<file path="config.mk">
export PLATFORM = sky130hd
export DESIGN_NAME = msi_recv_bank
export DESIGN_NICKNAME = d
export VERILOG_FILES = /design/src/rtl/msi_rx_pkg.sv /design/src/rtl/msi_index_decode.sv /design/src/rtl/msi_read_decode.sv /design/src/rtl/msi_status_bank.sv /design/src/rtl/msi_recv_bank.sv
export SDC_FILE = /design/constraint.sdc
export NUM_CORES = 1
export LEC_CHECK = 0
export ABC_AREA = 1
export BUFFER_PORTS_ARGS = -buffer_cell sky130_fd_sc_hd__buf_2
export CORE_ASPECT_RATIO = 1.75
export CORE_MARGIN = 5
export CORE_UTILIZATION = 55
export DETAILED_ROUTE_END_ITERATION = 6
export GPL_ROUTABILITY_DRIVEN = 0
export PLACE_DENSITY = 0.79
export SYNTH_ARGS = -nofsm -noshare
export SYNTH_HDL_FRONTEND = slang
export SYNTH_HIERARCHICAL = 1
export SYNTH_SLANG_ARGS = --single-unit
</file>
<file path="constraint.sdc">
create_clock -name clk_i -period 0.9 [get_ports clk_i]
set_input_delay 0.18 -clock clk_i [delete_from_list [all_inputs] [get_ports clk_i]]
set_output_delay 0.18 -clock clk_i [all_outputs]
set_load 0.01 [all_outputs]
</file>
<file path="src/rtl/msi_rx_pkg.sv">
package msi_rx_pkg;
  localparam int WORD_W = 32;
  localparam int SEL_W  = 4;
  localparam int BIT_W  = 5;
  localparam int MAX_REGS = 1 << SEL_W;

  typedef enum logic {
    IDX_LEGACY = 1'b0,  // bit in [4:0], select in [8:5]
    IDX_ALT    = 1'b1   // select in [3:0], bit in [8:4]
  } idx_layout_e;

  function automatic logic [WORD_W-1:0] byte_rev(input logic [WORD_W-1:0] d);
    return {d[7:0], d[15:8], d[23:16], d[31:24]};
  endfunction
endpackage

</file>
<file path="src/rtl/msi_index_decode.sv">
module msi_index_decode
  import msi_rx_pkg::*;
#(
  parameter int          NUM_REGS   = 8,
  parameter idx_layout_e LAYOUT     = IDX_LEGACY,
  parameter bit          BYTE_SWAP  = 1'b0,
  parameter int          ADDR_W     = 12,
  parameter int          INDEX_ADDR = 'h140
) (
  input  logic                             msg_valid_i,
  input  logic [ADDR_W-1:0]                msg_addr_i,
  input  logic [WORD_W-1:0]                msg_data_i,
  output logic [NUM_REGS-1:0][WORD_W-1:0]  set_vec_o
);
  logic [WORD_W-1:0] word;
  logic [SEL_W-1:0]  sel;
  logic [BIT_W-1:0]  pos;
  logic              hit;

  if (BYTE_SWAP) begin : g_swap
    assign word = byte_rev(msg_data_i);
  end else begin : g_plain
    assign word = msg_data_i;
  end

  if (LAYOUT == IDX_ALT) begin : g_alt
    assign sel = word[SEL_W-1:0];
    assign pos = word[SEL_W +: BIT_W];
  end else begin : g_legacy
    assign pos = word[BIT_W-1:0];
    assign sel = word[BIT_W +: SEL_W];
  end

  assign hit = msg_valid_i && (msg_addr_i == ADDR_W'(INDEX_ADDR));

  for (genvar k = 0; k < NUM_REGS; k++) begin : g_reg
    always_comb begin
      set_vec_o[k] = '0;
      if (hit && (sel == SEL_W'(k))) set_vec_o[k][pos] = 1'b1;
    end
  end
endmodule

</file>
<file path="src/rtl/msi_read_decode.sv">
module msi_read_decode #(
  parameter int NUM_REGS     = 8,
  parameter int ADDR_W       = 12,
  parameter int STRIDE_BYTES = 16
) (
  input  logic              rd_valid_i,
  input  logic [ADDR_W-1:0] rd_addr_i,
  output logic [NUM_REGS-1:0] rd_hit_o
);
  localparam int STRIDE_LG = $clog2(STRIDE_BYTES);
  localparam int IDX_W     = ADDR_W - STRIDE_LG;

  logic              aligned;
  logic [IDX_W-1:0]  slot;

  assign aligned = (rd_addr_i[STRIDE_LG-1:0] == '0);
  assign slot    = rd_addr_i[ADDR_W-1:STRIDE_LG];

  for (genvar k = 0; k < NUM_REGS; k++) begin : g_hit
    assign rd_hit_o[k] = rd_valid_i && aligned && (slot == IDX_W'(k));
  end
endmodule

</file>
<file path="src/rtl/msi_status_bank.sv">
module msi_status_bank
  import msi_rx_pkg::*;
#(
  parameter int NUM_REGS = 8
) (
  input  logic                            clk_i,
  input  logic                            rst_ni,
  input  logic [NUM_REGS-1:0][WORD_W-1:0] set_vec_i,
  input  logic [NUM_REGS-1:0]             rd_hit_i,
  output logic [NUM_REGS-1:0][WORD_W-1:0] pend_o,
  output logic [NUM_REGS-1:0]             irq_o
);
  for (genvar k = 0; k < NUM_REGS; k++) begin : g_reg
    always_ff @(posedge clk_i or negedge rst_ni) begin
      if (!rst_ni) pend_o[k] <= '0;
      else         pend_o[k] <= (rd_hit_i[k] ? '0 : pend_o[k]) | set_vec_i[k];
    end
    assign irq_o[k] = |pend_o[k];
  end
endmodule

</file>
<file path="src/rtl/msi_recv_bank.sv">
module msi_recv_bank
  import msi_rx_pkg::*;
#(
  parameter int          NUM_REGS     = 8,
  parameter idx_layout_e LAYOUT       = IDX_LEGACY,
  parameter bit          BYTE_SWAP    = 1'b0,
  parameter int          ADDR_W       = 12,
  parameter int          STRIDE_BYTES = 16,
  parameter int          INDEX_ADDR   = 'h140
) (
  input  logic                 clk_i,
  input  logic                 rst_ni,
  input  logic                 msg_valid_i,
  input  logic [ADDR_W-1:0]    msg_addr_i,
  input  logic [31:0]          msg_data_i,
  input  logic                 rd_valid_i,
  input  logic [ADDR_W-1:0]    rd_addr_i,
  output logic                 rsp_valid_o,
  output logic [31:0]          rsp_rdata_o,
  output logic [NUM_REGS-1:0]  irq_o
);
  logic [NUM_REGS-1:0][WORD_W-1:0] set_vec;
  logic [NUM_REGS-1:0][WORD_W-1:0] pend;
  logic [NUM_REGS-1:0]             rd_hit;
  logic [WORD_W-1:0]               rd_mux;

  msi_index_decode #(
    .NUM_REGS(NUM_REGS), .LAYOUT(LAYOUT), .BYTE_SWAP(BYTE_SWAP),
    .ADDR_W(ADDR_W), .INDEX_ADDR(INDEX_ADDR)
  ) u_dec (
    .msg_valid_i(msg_valid_i), .msg_addr_i(msg_addr_i),
    .msg_data_i(msg_data_i), .set_vec_o(set_vec)
  );

  msi_read_decode #(
    .NUM_REGS(NUM_REGS), .ADDR_W(ADDR_W), .STRIDE_BYTES(STRIDE_BYTES)
  ) u_rdec (
    .rd_valid_i(rd_valid_i), .rd_addr_i(rd_addr_i), .rd_hit_o(rd_hit)
  );

  msi_status_bank #(.NUM_REGS(NUM_REGS)) u_bank (
    .clk_i(clk_i), .rst_ni(rst_ni), .set_vec_i(set_vec),
    .rd_hit_i(rd_hit), .pend_o(pend), .irq_o(irq_o)
  );

  always_comb begin
    rd_mux = '0;
    for (int k = 0; k < NUM_REGS; k++)
      if (rd_hit[k]) rd_mux = rd_mux | pend[k];
  end

  always_ff @(posedge clk_i or negedge rst_ni) begin
    if (!rst_ni) begin
      rsp_valid_o <= 1'b0;
      rsp_rdata_o <= '0;
    end else begin
      rsp_valid_o <= rd_valid_i;
      if (rd_valid_i) rsp_rdata_o <= rd_mux;
    end
  end
endmodule

</file>
==> parameters.txt, run 1 <==
Parameter                              Value

Floorplanning
  Number of placement rows ... 81
  Height of the die ... 233 um
  IO Pins ... 101
  Die Width ... 138 um
  Initial core utilization ... 0.558

Run status
  Run status ... did not finish
  Exit stage ... 5_1_grt
  Error message ... [ERROR GRT-0232] Routing congestion too high. Check the congestion heatmap in the GUI.

Global routing
  Remaining global-route overflow ... 24
  Aggregate global-route resource usage ... 0.727
  Largest net degree at the start of global routing ... 59

Logic synthesis
  Synth top area share ... 0.462
  Top cells by area, synth ... dfrtp_1 46%, nand2_1 17%, o21bai_1 12%, nor2_1 11%, inv_1 6.6%
  Net count after synthesis ... 2,137
  Warnings, synthesis ... 6
  Cell Area, Synth ... 15,700 um^2
  Mean area per synthesized cell ... 7.54 um^2
  Proportion of synthesized chip area in sequential cells ... 0.462
  Count of state elements after synthesis ... 289
  Cell accounting for the most synthesized area ... dfrtp_1
  Number of distinct library cells after synthesis ... 19
  Cell count after synthesis ... 2,077

Clocking
  Number of clock buffers inserted by TritonCTS ... 28
  Sink Count ... 289
  Depth of the CTS H-tree ... 1
  Clock root buffer ... clkbuf_16
  Buffer depth of the longest clock path ... 3

Place
  Number of port buffers ... 77
  Detail Placement HPWL ... 35.3 mm
  Placed insts ... 2,824

STA
  GRT repair_timing worst endpoint ... irq_o[5]
  Worst-path end type ... primary output
-- synth_stat cells --
cell      instances
clkbuf_8          3
nand4_1           8
buf_2             6
nor2_4            1
inv_2             2
nor2_1          450
o21bai_1        256
nor3_1            8
buf_6            69
or2_4             1
inv_1           274
or2_2             1
nand3_4           8
nand2_2           1
nor2_8            2
nand3_2           1
dfrtp_1         289
buf_4             1
nand2_1         696
-- per-stage QoR --
stage          hold slack, ps  setup slack, ps  area, um^2   util
3_3_place_gp           -0.660             -707       19200  0.682
3_5_place_dp           -0.983             -749       19200  0.682
2_1_floorplan            -116             -375       15800      -
4_1_cts                  4.46            -1020       22300  0.794
-- what timing repair did --
| action | CTS |
|---|---|
| cloned | 23 |
| endpoints found under the hold margin | 289 |
| gates resized for setup | 327 |
| setup buffers | 72 |
| endpoints found under the setup margin | 88 |
| hold buffers | 1 |
| pin swaps | 226 |
-- routing by layer --
| layer | overflow | global-route usage |
|---|---|---|
| met1 | 0 | 0.726 |
| met2 | 7 | 0.862 |
| met3 | 2 | 0.606 |
| met4 | 15 | 0.713 |
| met5 | 0 | 0.291 |
-- cell families after synthesis --
kind of cell	Yosys count	synth area share
buffers and inverters	355	0.121
AND/OR/NAND/NOR	1177	0.295
AO/OA/AOI/OAI	256	0.123
flip-flops	289	0.462
==> inputs of run 2 (changes only) <==
CORE_ASPECT_RATIO = default   (was 1.75)
CORE_UTILIZATION = 40   (was 55)
PLACE_DENSITY = default   (was 0.79)
PLACE_DENSITY_LB_ADDON = 0.15   (was default)
clock period = 1.2 ns   (was 0.9 ns; I/O delays follow)
==> run 2 against run 1 <==
Net effect: the flow now finishes, with violations (setup timing); synthesized area is the same; synthesized cell count stayed put.
==> parameters.txt, run 2 <==
Parameter                              Value

Critical path
  CP Cell Sequence ... nor2_2 -> nand4_1 -> nor2_2 -> nand2_1 -> buf_2
  Critical path's most frequent cell ... nor2_2
  Worst Path Required ... 960 ps
  Critical-path maximum fanout ... 2
  Critical Path Sink Type ... output port
  Class of the most critical setup path ... reg -> out
  Data arrival, critical path ... 1870 ps
  Cell at the slowest stage of the critical path ... dfrtp_1
  CP Launch Type ... register
  Delay contributed by the slowest stage of the critical path ... 390 ps

STA
  Setup repair after global routing missed its margin ... yes
  Slew headroom ... 0.616
  Number of setup violations in the final report ... 101
  Fin. max-slew vios ... 0
  Fin. Hold Viols ... 0
  Smallest setup slack after layout ... -906 ps
  Peak clock frequency supported by timing ... 475 MHz
  Slew at the pin closest to its max-slew limit ... 576 ps
  Final clock period utilization by the worst path ... 1.75
  Minimum clock period after layout ... 2110 ps
  Worst clock skew on the final layout ... 22.6 ps

Detailed routing
  Total vias in the final route ... 15,500
  Iteration-0 DRC count of the detailed router ... 1,119
  Vias per cell ... 4.84
  Routed Antenna Nets ... 0
  First-pass DRT Iterations ... 5
  Wire length after detailed routing ... 58.9 mm
  Average detailed-routed wire length per instance ... 18.4 um
  DRC violations left ... 0

Clocking
  CTS tree ... yes
  Buffer depth of the longest clock path ... 3
  Sink Count ... 289
  Clock latency reported for the late side of the worst-skew pair ... 560 ps
  Clock root buffer ... clkbuf_16
  Number of clock buffers inserted by TritonCTS ... 37
  Depth of the CTS H-tree ... 2
  Clock slew at the register clock pins of the worst setup and hold paths ... 60 ps

Floorplanning
  Die Width ... 208 um
  Core box area ... 38,700 um^2
  Area enclosed by the die boundary ... 43,200 um^2
  Initial core utilization ... 0.404
  IO Pins ... 101
  Height of the die ... 208 um
  Number of placement rows ... 72

Logic synthesis
  Number of enable flip-flop cells after synthesis ... 0
  Cell accounting for the most synthesized area ... dfrtp_1
  Main flop type after synthesis ... dfrtp_1
  Warnings, synthesis ... 6
  Cell Area, Synth ... 15,700 um^2
  Net count after synthesis ... 2,137
  Synth async-reset ratio ... 1.00
  Mean area per synthesized cell ... 7.54 um^2
  Synth top area share ... 0.462
  Top cells by area, synth ... dfrtp_1 46%, nand2_1 17%, o21bai_1 12%, nor2_1 11%, inv_1 6.6%
  Number of distinct library cells after synthesis ... 19
  Proportion of synthesized chip area in sequential cells ... 0.462
  Count of state elements after synthesis ... 289
  Cell count after synthesis ... 2,077
  Top post-synthesis cells by count ... 696 x nand2_1, 450 x nor2_1, 289 x dfrtp_1
  Most numerous cell in the Yosys netlist ... nand2_1

Final layout
  Largest register by flop count ... u_bank/pend_o
  Fraction of final layout cells with drive strength greater than 1 ... 0.356
  Synthesis-to-finish area growth ... 50.3%
  Final standard cell utilization of the core ... 0.608
  Non-filler cells, final ... 3,195
  Most common library cell in the layout ignoring fill and taps ... nand2_1
  Max FFs per register ... 256
  Final-layout fill cell count ... 3,384
  Final net count ... 2,710
  Commonest cells after routing, fill and taps aside ... 554 x nand2_1, 416 x buf_4, 366 x nor2_1
  Biggest registers after layout ... u_bank/pend_o: 256 flops, rsp_rdata_o: 32 flops, rsp_valid_o: 1 flops
  Diodes inserted ... 0

Min path
  Type of the most critical hold path ... in -> async

Global routing
  Via count of the first global-routing pass ... 14,400
  First-pass GRT wire length ... 78.8 mm
  Remaining global-route overflow ... 0
  Largest net degree at the start of global routing ... 57
  Antenna violations before repair ... 0
  Aggregate global-route resource usage ... 0.226

Place
  Placed insts ... 3,004
  Number of port buffers ... 77
  Detail Placement HPWL ... 34.9 mm

Run status
  Failing checks ... setup timing
  Run status ... finished, violations left

Pwr
  Leak Pwr ... 11.8 nW
  Peak ir drop on the vdd network ... 0.000904 V
  Power density cells ... 958 nW/um^2

Job
  Number of max-cap violations ... 0
[run 2: cell counts after synthesis]
Identical to the previous run, type by type.
[run 2: routing by layer]
metal / vias to the layer above / track usage / routed length [um]
met2: 523 / 0.364 / 27800
met3: 127 / 0.0264 / 3710
met4: 0 / 0.0652 / 2230
li1: 7408 / - / -
met5: - / 0 / 0
met1: 7397 / 0.325 / 25200
[run 2: logic make-up after synthesis]
| kind of cell | after synthesis | share of synthesized area |
|---|---|---|
| flops | 289 | 0.462 |
| compound gates | 256 | 0.123 |
| buf+inv | 355 | 0.121 |
| simple gates | 1177 | 0.295 |
[run 2: repair_timing]
action | 4_1_cts | 5_1_grt
gates resized for setup | 45 | 343
gates cloned | 0 | 26
setup endpoints to repair | 41 | 73
hold buffers | 1 | 0
pin swaps | 38 | 197
setup buffers | 18 | 82
hold endpoints to repair | 289 | 0
[run 2: area by class of cell]
class	instances	area (um^2)	area share
clock buffer	58	1160	0.0492
inverter	276	1040	0.0440
sequential	289	7230	0.307
tap	518	648	0.0275
timing repair buffer	613	5840	0.248
multi-input combinational	1433	7500	0.319
clock inverter	8	119	0.00505
[run 2: metrics by stage]
stage / hold slack, ps / total power, mW / instance area [um^2] / setup TNS [ps] / worst slack [ps]
after global placement: 114 / 10.9 / 19600 / -87800 / -495
final: 139 / 22.6 / 23500 / -12720 / -906
after global routing: 157 / 23.2 / 23500 / -16470 / -878
after floorplan: -55.6 / 10.3 / 15800 / -22370 / -135
after detailed placement: 112 / 10.9 / 19600 / -93550 / -514
after CTS: 125 / 22.7 / 21100 / -11210 / -897
[run 2: worst paths after layout]
check                                        startpoint                     endpoint  slack, ps  cells after the start
max in group asynchronous                        rst_ni  u_bank/pend_o[40]$_DFF_PN0_        460                      3
min in group clk_i                           rd_valid_i        rsp_valid_o$_DFF_PN0_        250                      2
min                                              rst_ni  u_bank/pend_o[47]$_DFF_PN0_        140                      2
min reg2reg                  rsp_rdata_o[2]$_DFFE_PN0P_   rsp_rdata_o[2]$_DFFE_PN0P_        480                      2
max                        u_bank/pend_o[159]$_DFF_PN0_                     irq_o[4]       -910                      5
max reg2reg                u_bank/pend_o[211]$_DFF_PN0_  rsp_rdata_o[19]$_DFFE_PN0P_         20                      8
[run 2: power by group]
part	internal [mW]	total [mW]	switching [mW]	leakage (nW)
registers	9.82	9.87	0.0451	2.71
logic	0.357	0.966	0.609	8.48
clock network	7.25	11.7	4.47	0.632
[run 2: worst max-delay path: cells and delay by family (launching register included)]
kind	cells	cell delay (ps)
flops	1	390
buf+inv	1	150
simple gates	4	770
(Power assumes the default switching activity.)
